## config.mk

```make
export PLATFORM = sky130hd
export DESIGN_NAME = cfg_row_selector
export DESIGN_NICKNAME = d
export VERILOG_FILES = /design/src/rtl/cfgsel_pkg.sv /design/src/rtl/cfg_store.sv /design/src/rtl/cfg_pick.sv /design/src/rtl/cfg_row_selector.sv
export SDC_FILE = /design/constraint.sdc
export NUM_CORES = 1
export LEC_CHECK = 0
export BUFFER_PORTS_ARGS = -buffer_cell sky130_fd_sc_hd__buf_2
export CORE_MARGIN = 5
export CORE_UTILIZATION = 59
export CTS_BUF_LIST = sky130_fd_sc_hd__clkbuf_2 sky130_fd_sc_hd__clkbuf_4 sky130_fd_sc_hd__clkbuf_8
export DETAILED_ROUTE_END_ITERATION = 12
export GPL_ROUTABILITY_DRIVEN = 0
export PLACE_DENSITY = 0.81
export SYNTH_ARGS = -nofsm -noshare
export SYNTH_HDL_FRONTEND = slang
export SYNTH_SLANG_ARGS = --single-unit
```

## constraint.sdc

```tcl
create_clock -name clk -period 1.8 [get_ports clk]
set_input_delay 0.18 -clock clk [delete_from_list [all_inputs] [get_ports clk]]
set_output_delay 0.18 -clock clk [all_outputs]
set_load 0.1 [all_outputs]
```

## src/rtl/cfgsel_pkg.sv

```systemverilog
package cfgsel_pkg;
    localparam int FB_W    = 12;
    localparam int REF_W   = 10;
    localparam int POST_W  = 3;
    localparam int TUNE_W  = 7;
    localparam int NUM_ROWS = 2;
    localparam int CFG_W   = FB_W + REF_W + POST_W + 1 + TUNE_W + 3;
    localparam int SEL_W   = $clog2(NUM_ROWS + 2);

    // First member sits in the most significant bits.
    typedef struct packed {
        logic              pm_sync;
        logic              pm_oe;
        logic              duty_cmos;
        logic [TUNE_W-1:0] tune;
        logic              src_pll;
        logic [POST_W-1:0] post;
        logic [REF_W-1:0]  ref_cnt;
        logic [FB_W-1:0]   fb;
    } cfg_t;

    typedef enum logic [1:0] {
        SRC_DEF    = 2'd0,
        SRC_SHADOW = 2'd1,
        SRC_ROW0   = 2'd2,
        SRC_ROW1   = 2'd3
    } src_e;

    localparam logic [SEL_W-1:0] WR_SHADOW = '0;
endpackage

```

## src/rtl/cfg_store.sv

```systemverilog
module cfg_store
    import cfgsel_pkg::*;
#(
    parameter int ROWS = NUM_ROWS
) (
    input  logic                  clk,
    input  logic                  rst_n,
    input  logic                  wr_en,
    input  logic [SEL_W-1:0]      wr_sel,
    input  cfg_t                  wr_data,
    output cfg_t                  shadow_o,
    output cfg_t [ROWS-1:0]       rows_o,
    output logic [ROWS-1:0]       valid_o,
    output logic                  err_o
);
    typedef struct packed {
        cfg_t                  shadow;
        cfg_t [ROWS-1:0]       rows;
        logic [ROWS-1:0]       valid;
        logic                  err;
    } store_t;

    store_t st_d, st_q;

    always_comb begin
        st_d = st_q;
        if (wr_en) begin
            if (wr_sel == WR_SHADOW) begin
                st_d.shadow = wr_data;
            end
            for (int r = 0; r < ROWS; r++) begin
                if (wr_sel == SEL_W'(r + 1)) begin
                    if (st_q.valid[r]) begin
                        st_d.err = 1'b1;
                    end else begin
                        st_d.rows[r]  = wr_data;
                        st_d.valid[r] = 1'b1;
                    end
                end
            end
        end
    end

    always_ff @(posedge clk) begin
        if (!rst_n) st_q <= '0;
        else        st_q <= st_d;
    end

    assign shadow_o = st_q.shadow;
    assign rows_o   = st_q.rows;
    assign valid_o  = st_q.valid;
    assign err_o    = st_q.err;

    // error flag never clears outside reset
    assert_err_sticky_R6: assert property (@(posedge clk) disable iff (!rst_n)
        st_q.err |=> st_q.err);

    for (genvar g = 0; g < ROWS; g++) begin : g_row_chk
        // a burned row keeps its contents
        assert_row_frozen_R5: assert property (@(posedge clk) disable iff (!rst_n)
            st_q.valid[g] |=> $stable(st_q.rows[g]));
        // valid flag is one-way
        assert_valid_kept_R6: assert property (@(posedge clk) disable iff (!rst_n)
            st_q.valid[g] |=> st_q.valid[g]);
    end
endmodule

```

## src/rtl/cfg_pick.sv

```systemverilog
module cfg_pick
    import cfgsel_pkg::*;
#(
    parameter int ROWS = NUM_ROWS
) (
    input  logic             fs_mode,
    input  logic             fs_sel,
    input  logic             shadow_off,
    input  cfg_t             shadow_i,
    input  cfg_t [ROWS-1:0]  rows_i,
    input  logic [ROWS-1:0]  valid_i,
    output cfg_t             cfg_o,
    output src_e             src_o
);
    cfg_t fall_cfg;
    src_e fall_src;

    always_comb begin
        fall_cfg = shadow_off ? '0 : shadow_i;
        fall_src = shadow_off ? SRC_DEF : SRC_SHADOW;
        cfg_o    = fall_cfg;
        src_o    = fall_src;
        if (fs_mode) begin
            for (int r = 0; r < ROWS; r++) begin
                if (r == int'(fs_sel) && valid_i[r]) begin
                    cfg_o = rows_i[r];
                    src_o = src_e'(2'(int'(SRC_ROW0) + r));
                end
            end
            cfg_o.pm_oe   = 1'b0;
            cfg_o.pm_sync = 1'b0;
        end else begin
            for (int r = 0; r < ROWS; r++) begin
                if (valid_i[r]) begin
                    cfg_o = rows_i[r];
                    src_o = src_e'(2'(int'(SRC_ROW0) + r));
                end
            end
        end
    end
endmodule

```

## src/rtl/cfg_row_selector.sv

```systemverilog
module cfg_row_selector
    import cfgsel_pkg::*;
(
    input  logic              clk,
    input  logic              rst_n,
    input  logic              fs_mode,
    input  logic              shadow_off,
    input  logic              fs_sel,
    input  logic              wr_en,
    input  logic [SEL_W-1:0]  wr_sel,
    input  logic [CFG_W-1:0]  wr_data,
    output logic [FB_W-1:0]   fb_count,
    output logic [REF_W-1:0]  ref_count,
    output logic [POST_W-1:0] post_div,
    output logic              div_src_pll,
    output logic [TUNE_W-1:0] cap_tune,
    output logic              duty_cmos,
    output logic              pm_oe_mode,
    output logic              pm_sync_mode,
    output logic [1:0]        active_src,
    output logic              prog_err
);
    typedef struct packed {
        cfg_t cfg;
        src_e src;
    } out_t;

    cfg_t                 shadow_w;
    cfg_t [NUM_ROWS-1:0]  rows_w;
    logic [NUM_ROWS-1:0]  valid_w;
    logic                 err_w;
    cfg_t                 pick_cfg;
    src_e                 pick_src;
    out_t                 out_d, out_q;

    cfg_store #(.ROWS(NUM_ROWS)) u_store (
        .clk      (clk),
        .rst_n    (rst_n),
        .wr_en    (wr_en),
        .wr_sel   (wr_sel),
        .wr_data  (cfg_t'(wr_data)),
        .shadow_o (shadow_w),
        .rows_o   (rows_w),
        .valid_o  (valid_w),
        .err_o    (err_w)
    );

    cfg_pick #(.ROWS(NUM_ROWS)) u_pick (
        .fs_mode    (fs_mode),
        .fs_sel     (fs_sel),
        .shadow_off (shadow_off),
        .shadow_i   (shadow_w),
        .rows_i     (rows_w),
        .valid_i    (valid_w),
        .cfg_o      (pick_cfg),
        .src_o      (pick_src)
    );

    always_comb begin
        out_d     = out_q;
        out_d.cfg = pick_cfg;
        out_d.src = pick_src;
    end

    always_ff @(posedge clk) begin
        if (!rst_n) out_q <= '0;
        else        out_q <= out_d;
    end

    assign fb_count     = out_q.cfg.fb;
    assign ref_count    = out_q.cfg.ref_cnt;
    assign post_div     = out_q.cfg.post;
    assign div_src_pll  = out_q.cfg.src_pll;
    assign cap_tune     = out_q.cfg.tune;
    assign duty_cmos    = out_q.cfg.duty_cmos;
    assign pm_oe_mode   = out_q.cfg.pm_oe;
    assign pm_sync_mode = out_q.cfg.pm_sync;
    assign active_src   = out_q.src;
    assign prog_err     = err_w;

    // power fields masked one edge after frequency-select mode
    assert_pm_masked_R9: assert property (@(posedge clk) disable iff (!rst_n)
        fs_mode |=> (!pm_oe_mode && !pm_sync_mode));
    // shadow strap keeps the shadow copy off the outputs
    assert_shadow_blocked_R4: assert property (@(posedge clk) disable iff (!rst_n)
        shadow_off |=> (active_src != SRC_SHADOW));
    // default source always carries an all-zero word
    assert_default_zero_R8: assert property (@(posedge clk) disable iff (!rst_n)
        (active_src == SRC_DEF) |-> (out_q.cfg == '0));
    // a burned selected row wins in frequency-select mode
    assert_fs_row1_R7: assert property (@(posedge clk) disable iff (!rst_n)
        (fs_mode && fs_sel && valid_w[1]) |=> (active_src == SRC_ROW1));
    // in reprogram mode a burned row 1 always wins
    assert_row1_prio_R3: assert property (@(posedge clk) disable iff (!rst_n)
        (!fs_mode && valid_w[1]) |=> (active_src == SRC_ROW1));
endmodule

```

==> impl_metrics.ini, run 1 <==
[floorplanning]
die_area_sq_mm = 0.01430
initial_core_util = 0.5947
io_pins = 83
core_sq_mm = 0.01191
std_cell_rows = 40
die_w_microns = 119.6
die_h_microns = 119.6

[power]
vdd_ir_drop_max_mv = 0.8633
p_total_uw = 7423
p_leak_uw = 0.003051
p_per_area_mw_per_mm2 = 884.2

[layout]
antenna_cells = 0
final_area_sq_mm = 0.008396
layout-drive-gt1-share = 0.1870
fin_util = 0.7048
syn2layout_area_growth_pct = 18.51
mostFrequentLayoutCell = nand2_1
fin_nets = 974
fillers = 896
multi_input_area_sq_mm = 0.003667
seqCellArea_sq_mm = 0.002985
final_cell_mix = nand2_1 (218), dfxtp_1 (147), a21boi_0 (85)

[timing]
relSlewSlack = 0.5361
rsz0062_at_grt = false
setup_viol = 0
period_share = 0.9457
layout_min_cycle_time_ns = 1.702
drv_slew = 0
hold_violations = 0
fmax_mhz = 587.5
tightest_slew_ns = 0.6927
skew_ns = 0.007413

[global_routing]
grt_overflow = 0
grt_max_degree = 131
antenna_found_initial = 0
grt_pass1_vias = 6806
grt_pass1_wl_microns = 33530
grt_util_all_layers = 0.2890

[synth]
synth.area.top_cells = dfxtp_1 (42%), nand2_1 (12%), a21boi_0 (9.0%)
yosysSeqAreaShare = 0.4211
synth.top_cell.area_share = 0.4211
synthXorXnorAreaFrac = 0
synth_compound_area_frac = 0.3207
synth-simple-area-share = 0.1925
avgSynthCellArea_sq_um = 8.404
synth_flop_cell = dfxtp_1
ys_ff_latch = 149
synthAdderAreaFrac = 0
synth_cell_type_count = 39
yosysTopAreaCell = dfxtp_1
synth_edf_count = 0
synth-warning-count = 0
synth_top_family_by_area = compound AO/OA/AOI/OAI gates
yosys-mux-area-fraction = 0.003532
synth-async-reset-ratio = 0
syn_nets = 887
postSynthCellCount = 843
netlist_area_sq_mm = 0.007084

[cts]
cts_tree = done
insertion_delay_ns = 0.44
clock_path_buffers = 2
clock-sinks = 149
root_buffer = clkbuf_8
cts_buffers = 17
clk_pin_slew_worst_paths_ns = 0.08
htree_levels = 4

[place]
place_area_sq_mm = 0.007600
dp.final_hpwl_microns = 12100
port_buffers = 82

[detailed_routing]
vias = 6796
routed_via_density = 6.246
ant_nets = 0
dr.first_iter.drc_count = 935
drt_first_pass_iters = 5
detail_route.wl_per_cell_microns = 18.97
drcViolationCount = 0
drt-total-wl_microns = 20640

[setup_path]
path_class = flop to flop
endpoint_kind = flop
path_delay_family = buffers and inverters
path_cells = buf_12 -> buf_4 -> nor3b_1 -> a211oi_1 -> o22ai_1
max_stage_delay_ns = 0.37
cp_data_required_time_ns = 2.12
worst-r2r-cell-count = 5
start_kind = flop
reg2reg_slack_ns = 0.1
critical_path.slowest_cell = buf_4
critPathBufInv = 2
r2r-start = u_store.valid_o[0]
cp_max_fo = 55
arrival_ns = 2.02
r2r_end = post_div[1]

[worst_hold_path]
hold_end = u_store.valid_o[1]
hp-start = wr_en
hold_class = primary input to flop
hold-path-cell-count = 3

[outcome]
status = finished clean

[run]
maxCapViolCount = 0
## worst reg2reg max path, delay by kind of cell, from the launching register on
kind / cells / cell delay [ns]
buffers and inverters: 2 / 0.65
AND/OR/NAND/NOR: 1 / 0.12
AO/OA/AOI/OAI: 2 / 0.45
flip-flops: 1 / 0.36
## power breakdown
| group | internal, uW | switching (uW) | leakage, uW | total [uW] |
|---|---|---|---|---|
| registers | 3410 | 76.2 | 0.00121 | 3490 |
| clock network | 1600 | 1200 | 0.000224 | 2790 |
| logic | 381 | 762 | 0.00162 | 1140 |
## cell usage after synthesis (4+ instances only)
library cell    n
a21oi_1        20
buf_2          40
a21boi_1       25
and2_1         15
dfxtp_1       149
a211oi_1       23
a221oi_2       10
nand3b_1        5
clkbuf_1       33
a21bo_2        13
a32oi_1        26
o22ai_1        21
nand2b_1       19
a21o_1         13
buf_1           4
nor3b_1        23
nand2_1       218
o21ai_0        36
inv_1          14
a21boi_0       85
o221ai_1       19
## metrics by stage
step           cells  worst slack, ns  TNS [ns]  hold slack (ns)
6_report        1088          0.09783         0           0.1009
5_1_grt         1088          0.03045         0           0.1022
4_1_cts         1088           0.1513         0          0.07425
3_5_place_dp    1022         -0.06081   -0.1130           0.4456
3_3_place_gp    1022         -0.01717  -0.03865           0.4387
2_1_floorplan    843           0.4460         0           0.3148
## layout make-up
cell class | instances | area share
clock buffers | 20 | 0.03279
multi-input cells | 597 | 0.4368
well taps | 147 | 0.02191
inverters | 15 | 0.006706
clock inverters | 10 | 0.01833
flip-flops and latches | 149 | 0.3556
repair buffers | 150 | 0.1279
## flip-flops by register name, summed over array words and instances (netlist names), 2 cells and up
| name | count |
|---|---|
| cap_tune | 7 |
| ref_count | 10 |
| u_store.rows_o | 72 |
| post_div | 3 |
| u_store.valid_o | 2 |
| u_store.shadow_o | 36 |
| fb_count | 12 |
| active_src | 2 |
## per-layer routing
metal / vias up / GRT usage / wire length, microns
met5: - / 0 / 0
met4: 0 / 0.1045 / 493
li1: 3145 / - / -
met3: 63 / 0.06503 / 1628
met1: 3251 / 0.3557 / 8335
met2: 337 / 0.4968 / 10180
## cell families (layout without fill, tap and decap cells)
| kind of cell | after synthesis | after routing |
|---|---|---|
| AO/OA/AOI/OAI | 301 | 301 |
| AND/OR/NAND/NOR | 294 | 294 |
| flip-flops | 149 | 149 |
| buffers and inverters | 97 | 195 |
| multiplexers | 2 | 2 |
## repair_timing
| item | 4_1_cts | 5_1_grt |
|---|---|---|
| resized for setup | 2 | 0 |
| setup endpoints to repair | 8 | 0 |
| endpoints found under the hold margin | 82 | 0 |
| setup buffers | 0 | 0 |
| hold buffers | 36 | 0 |
## worst max path at each step
stage / from / endpoint / slack (ns) / cells after the start
after global placement: u_store.valid_o[1] / cap_tune[1] / -0.02 / 3
after detailed placement: u_store.valid_o[1] / ref_count[8] / -0.06 / 3
after floorplan: u_store.valid_o[0] / ref_count[0] / 0.45 / 5
after global routing: u_store.valid_o[0] / post_div[1] / 0.03 / 5
final: u_store.valid_o[0] / post_div[1] / 0.1 / 5
after CTS: u_store.valid_o[0] / post_div[1] / 0.15 / 5
No activity file was read; power rests on OpenSTA's default activity.
==> run 2, diff against run 1 <==
--- a/config.mk
+++ b/config.mk
@@ -12,6 +12,7 @@
 export DETAILED_ROUTE_END_ITERATION = 12
 export GPL_ROUTABILITY_DRIVEN = 0
 export PLACE_DENSITY = 0.81
+export SETUP_SLACK_MARGIN = 0.3
 export SYNTH_ARGS = -nofsm -noshare
 export SYNTH_HDL_FRONTEND = slang
 export SYNTH_SLANG_ARGS = --single-unit
==> run 2 against run 1 <==
Net effect:
- clock-buffer cell count stayed put
- sequential share of layout area fell by 0.84 points
- die area is the same
- combinational power increased by 7%
- clock power is essentially flat
- worst setup slack gained 0.21 ns
- critical path depth shrank 2
- first-iteration DRC count rose by 17%
- hold slack better by 0.022 ns
- non-clock buffer count grew 5
- utilization grew 1.8 points
- global-route usage grew 1.0 points
- highest routed layer unchanged
==> impl_metrics.ini, run 2 (synthesis gave the netlist of run 1 again) <==
[outcome]
status = finished clean

[setup_path]
arrival_ns = 1.85
reg2reg_slack_ns = 0.31
critPathBufInv = 0
r2r_end = u_store.rows_o[9]
critical_path.slowest_cell = and4bb_4
startpoint = u_store.valid_o[0]
r2r-start = u_store.valid_o[0]
worst-r2r-cell-count = 3
endpoint_kind = flop
path_class = flop to flop
path_cells = and4bb_4 -> nand2_1 -> a21boi_0
cp_max_fo = 18
max_stage_delay_ns = 0.61
cp_data_required_time_ns = 2.16
path_delay_family = simple AND/OR/NAND/NOR gates
start_kind = flop

[detailed_routing]
drcViolationCount = 0
vias = 7076
routed_via_density = 6.462
wl_met3_microns = 2348
dr.first_iter.drc_count = 1092
drt_first_pass_iters = 7
detail_route.wl_per_cell_microns = 20.29
routed-wl-met2_microns = 10630
met1_length_microns = 8629
ant_nets = 0
highest_layer = met4
drt-total-wl_microns = 22220

[layout]
seqCellArea_sq_mm = 0.002990
fin_cells = 1095
layout-drive-gt1-share = 0.2004
final_cell_mix = nand2_1 (218), dfxtp_1 (147), a21boi_0 (84)
fillers = 863
multi_input_area_sq_mm = 0.003750
mostFrequentLayoutCell = nand2_1
fin_nets = 981
largest_register_ffs = 72
syn2layout_area_growth_pct = 21.56
antenna_cells = 0

[global_routing]
grt_pass1_vias = 6892
antenna_found_initial = 0
grt_pass1_wl_microns = 34490
grt_max_degree = 131
grt_overflow = 0
grt_util_all_layers = 0.2989

[power]
internal_power_uw = 5425
clockPowerShare = 0.375
p_total_uw = 7528
power.share.switching = 0.2794
p_sw_uw = 2103
p_per_area_mw_per_mm2 = 874.2
p_comb_frac = 0.162
p_leak_uw = 0.003124
p_seq_frac = 0.463
vdd_ir_drop_max_mv = 0.8676

[timing]
period_share = 0.8298
setup_viol = 0
fmax_mhz = 669.5
relSlewSlack = 0.5813
skew_ns = 0.009836
drv_slew = 0
tightest_slew_ns = 0.6280
layout_setup_ws_ns = 0.3064
tns_ns = 0
hold_violations = 0
rsz0062_at_grt = false
layout_min_cycle_time_ns = 1.494

[floorplanning]
io_pins = 83
core_sq_mm = 0.01191
die_w_microns = 119.6
std_cell_rows = 40
die_h_microns = 119.6
initial_core_util = 0.5947
die_area_sq_mm = 0.01430

[place]
dp.final_hpwl_microns = 12100
dp_slack_ns = -0.06081
port_buffers = 82
dp.cells = 1022

[worst_hold_path]
hold_class = primary input to flop
hp-start = wr_en
hold-path-cell-count = 3
hold_end = u_store.valid_o[1]

[cts]
cts_tree = done
insertion_delay_ns = 0.46
clk_pin_slew_worst_paths_ns = 0.08
clock-sinks = 149
root_buffer = clkbuf_8
clock_path_buffers = 2
cts_buffers = 17
htree_levels = 4

[run]
maxCapViolCount = 0
==> run 2: cell types whose count changed in the layout (fill, tap and decap cells not counted), sizes merged <==
cell,delta
clkbuf,+2
o21a,+1
bufbuf,+1
and4bb,+1
buf,+2
==> run 2: stage by stage <==
stage          utilization  area, sq um  hold slack, ns
5_1_grt             0.7230         8612          0.1241
4_1_cts             0.7102         8459         0.08997
3_3_place_gp        0.6380         7600          0.4387
3_5_place_dp        0.6380         7600          0.4456
6_report            0.7230         8612          0.1226
2_1_floorplan            -         7084          0.3148
==> run 2: worst max-delay path by stage <==
| stage | end | depth (start not counted) |
|---|---|---|
| final | u_store.rows_o[9] | 3 |
| after global routing | cap_tune[1] | 4 |
| after CTS | ref_count[1] | 4 |
| after detailed placement | ref_count[8] | 3 |
| after global placement | cap_tune[1] | 3 |
| after floorplan | ref_count[0] | 5 |
==> run 2: layer usage <==
layer  up-vias  GRT usage
li1       3171          -
met1      3378     0.3684
met2       445     0.5102
met3        82    0.06833
met4         0     0.1131
met5         -          0
==> run 2: area by class of cell <==
cell class                      count  area share
Sequential cell                   149      0.3472
Multi-Input combinational cell    599      0.4354
Timing Repair Buffer              155      0.1396
Clock inverter                     10     0.01787
Tap cell                          147     0.02136
Inverter                           15    0.006538
Clock buffer                       20     0.03196
==> run 2: power by group through the flow <==
stage / logic [uW] / clock network (uW) / registers, uW
after global placement: 1030 / 0 / 3550
final: 1220 / 2820 / 3490
after detailed placement: 1060 / 0 / 3560
after global routing: 1280 / 2960 / 3500
after CTS: 1150 / 2840 / 3480
after floorplan: 534 / 0 / 3780
==> run 2: worst register-to-register path, stage by stage, from the launching register on <==
cell      delay [ns]
dfxtp_4         0.38
and4bb_4        0.61
nand2_1         0.15
a21boi_0        0.26
==> run 2: what timing repair did <==
action,4_1_cts,5_1_grt
setup buffers,0,1
gates cloned,2,4
endpoints found under the setup margin,61,37
pin swaps,1,2
hold endpoints to repair,82,0
resized for setup,7,19
hold buffers,36,0
==> run 3, diff against run 2 <==
--- a/config.mk
+++ b/config.mk
@@ -5,6 +5,7 @@
 export SDC_FILE = /design/constraint.sdc
 export NUM_CORES = 1
 export LEC_CHECK = 0
+export ABC_AREA = 1
 export BUFFER_PORTS_ARGS = -buffer_cell sky130_fd_sc_hd__buf_2
 export CORE_MARGIN = 5
 export CORE_UTILIZATION = 59
==> constraint.sdc (replaced) <==
create_clock -name clk -period 1.53 [get_ports clk]
set_input_delay 0.153 -clock clk [delete_from_list [all_inputs] [get_ports clk]]
set_output_delay 0.153 -clock clk [all_outputs]
set_load 0.1 [all_outputs]
==> run 3 against run 2 <==
Net effect:
- total power increased by 21%
- global-route usage fell by 0.47 points
- register-to-register slack worse by 0.12 ns
- non-clock buffer count up 19
- critical path depth up 4
- highest routed layer unchanged
- combinational power rose by 43%
- synthesized cell count increased by 28%
- flip-flop and latch count stayed put
- cell count grew 24%
- clock power increased by 12%
- via count is 10% higher
==> impl_metrics.ini, run 3 <==
[synth]
yosysTopAreaCell = dfxtp_1
synth-async-reset-ratio = 0
synth_edf_count = 0
netlist_area_sq_mm = 0.006993
synth_flop_cell = dfxtp_1
synth.most_common_cell = nor2_1
synth.area.top_cells = dfxtp_1 (43%), nor2_1 (18%), nand2_1 (11%)
avgSynthCellArea_sq_um = 6.481
ys_ff_latch = 149
synth_cell_type_count = 23
yosys-top-cells-count = nor2_1 (332), nand2_1 (203), dfxtp_1 (149)
synth.top_cell.area_share = 0.4266
yosysSeqAreaShare = 0.4266
postSynthCellCount = 1079
synth-warning-count = 0
syn_nets = 1123

[setup_path]
start_kind = flop
path_class = flop to flop
r2r_end = ref_count[1]
worst-r2r-cell-count = 7
arrival_ns = 1.71
r2r-start = u_store.valid_o[0]
cp_data_required_time_ns = 1.89
reg2reg_slack_ns = 0.18
endpoint_kind = flop
cp_max_fo = 7

[worst_hold_path]
hp-start = rst_n
hold_class = primary input to flop
hold_end = u_store.valid_o[0]
hold-path-cell-count = 3

[place]
port_buffers = 82
dp.final_hpwl_microns = 12120
place_area_sq_mm = 0.007542
dp_slack_ns = 0.2235

[detailed_routing]
drt-total-wl_microns = 22740
dr.first_iter.drc_count = 1255
routed_via_density = 5.751
detail_route.wl_per_cell_microns = 16.77
drcViolationCount = 0
vias = 7798
drt_first_pass_iters = 6
ant_nets = 0

[timing]
tightest_slew_ns = 0.7399
layout_min_cycle_time_ns = 1.348
skew_ns = 0.01090
drv_slew = 0
setup_viol = 0
period_share = 0.8813
relSlewSlack = 0.5049
layout_setup_ws_ns = 0.1816
tns_ns = 0
fmax_mhz = 741.6
rsz0062_at_grt = true
hold_violations = 0

[floorplanning]
initial_core_util = 0.6072
die_h_microns = 118.9
core_sq_mm = 0.01152
io_pins = 83
die_w_microns = 118.9
std_cell_rows = 39
die_area_sq_mm = 0.01413

[layout]
antenna_cells = 0
final_area_sq_mm = 0.009166
largest_register_ffs = 72
multi_input_area_sq_mm = 0.003625
seqCellArea_sq_mm = 0.002998
syn2layout_area_growth_pct = 31.08
mostFrequentLayoutCell = nor2_1
fin_nets = 1244
layout-drive-gt1-share = 0.1954
final_cell_mix = nor2_1 (326), nand2_1 (185), dfxtp_1 (141)
fillers = 787

[global_routing]
grt_pass1_vias = 6895
grt_util_all_layers = 0.2943
grt_pass1_wl_microns = 33780
antenna_found_initial = 0
grt_max_degree = 47
grt_overflow = 0

[cts]
clock_path_buffers = 2
htree_levels = 4
clock-sinks = 149
root_buffer = clkbuf_8
cts_buffers = 17
insertion_delay_ns = 0.48
cts_tree = done
clk_pin_slew_worst_paths_ns = 0.08

[outcome]
status = finished clean

[power]
internal_power_uw = 6361
p_leak_uw = 0.004062
vdd_ir_drop_max_mv = 0.8648
p_comb_frac = 0.191
p_per_area_mw_per_mm2 = 993.7
p_seq_frac = 0.463
power.share.switching = 0.3017
clockPowerShare = 0.346
p_sw_uw = 2747

[run]
maxCapViolCount = 0
## run 3: power by group through the flow
stage          Sequential, uW  Combinational (uW)  Clock, uW
4_1_cts                  4200                1540       3160
6_report                 4220                1740       3150
3_5_place_dp             4280                1350          0
2_1_floorplan            4570                 688          0
5_1_grt                  4240                1860       3330
3_3_place_gp             4270                1330          0
## run 3: kinds of logic (layout without fill, tap and decap cells)
kind of cell           count (synthesis)  in the layout  share of synthesized area
AND/OR/NAND/NOR                      670            671                     0.3892
flip-flops                           149            149                     0.4266
AO/OA/AOI/OAI                        132            132                    0.09519
buffers and inverters                128            261                    0.08910
## run 3: how the worst max path moves through the flow
stage,from,endpoint,slack (ns),depth (start not counted)
after global routing,u_store.valid_o[0],post_div[0],0.09,8
final,u_store.valid_o[0],ref_count[1],0.18,7
after detailed placement,u_store.valid_o[0],fb_count[4],0.22,7
after CTS,cap_tune[4],cap_tune[4],0.23,1
after floorplan,u_store.valid_o[1],cap_tune[0],0.38,7
after global placement,u_store.valid_o[0],ref_count[4],0.25,6
## run 3: per-layer routing
metal	track usage	up-vias	share of wire
li1	-	3655	-
met1	0.3713	3551	0.39
met2	0.4909	502	0.48
met3	0.05924	90	0.097
met4	0.1274	0	0.034
met5	0	-	0
## run 3: final cells by class
class | count | share of cell area
Clock buffer | 24 | 0.03399
Clock inverter | 8 | 0.01065
Inverter | 55 | 0.02498
Multi-Input combinational cell | 803 | 0.3954
Sequential cell | 149 | 0.3271
Tap cell | 143 | 0.01952
Timing Repair Buffer | 174 | 0.1884
## run 3: critical path: stages (launching register included)
cell and delay, ns:
dfxtp_4 0.38, buf_8 0.13, buf_4 0.15, clkbuf_16 0.16, nand3_1 0.08, nand3_1 0.09
nor2_1 0.16, nor2_1 0.09
## run 3: timing repair
item / 4_1_cts / 5_1_grt
cloned: 2 / 6
hold buffers: 37 / 0
setup buffers: 4 / 4
setup endpoints to repair: 102 / 104
endpoints found under the hold margin: 104 / 0
resized for setup: 98 / 113
pin swaps: 7 / 27
## run 3: through the flow
stage / cells / utilization / power [uW] / hold WS [ns]
CTS: 1346 / 0.7557 / 8904 / 0.0007699
detailed placement: 1271 / 0.6549 / 5630 / 0.4304
global placement: 1271 / 0.6549 / 5604 / 0.4293
finish: 1356 / 0.7960 / 9108 / 0.03747
global route: 1356 / 0.7960 / 9432 / 0.02980
floorplan: 1079 / - / 5258 / 0.2962
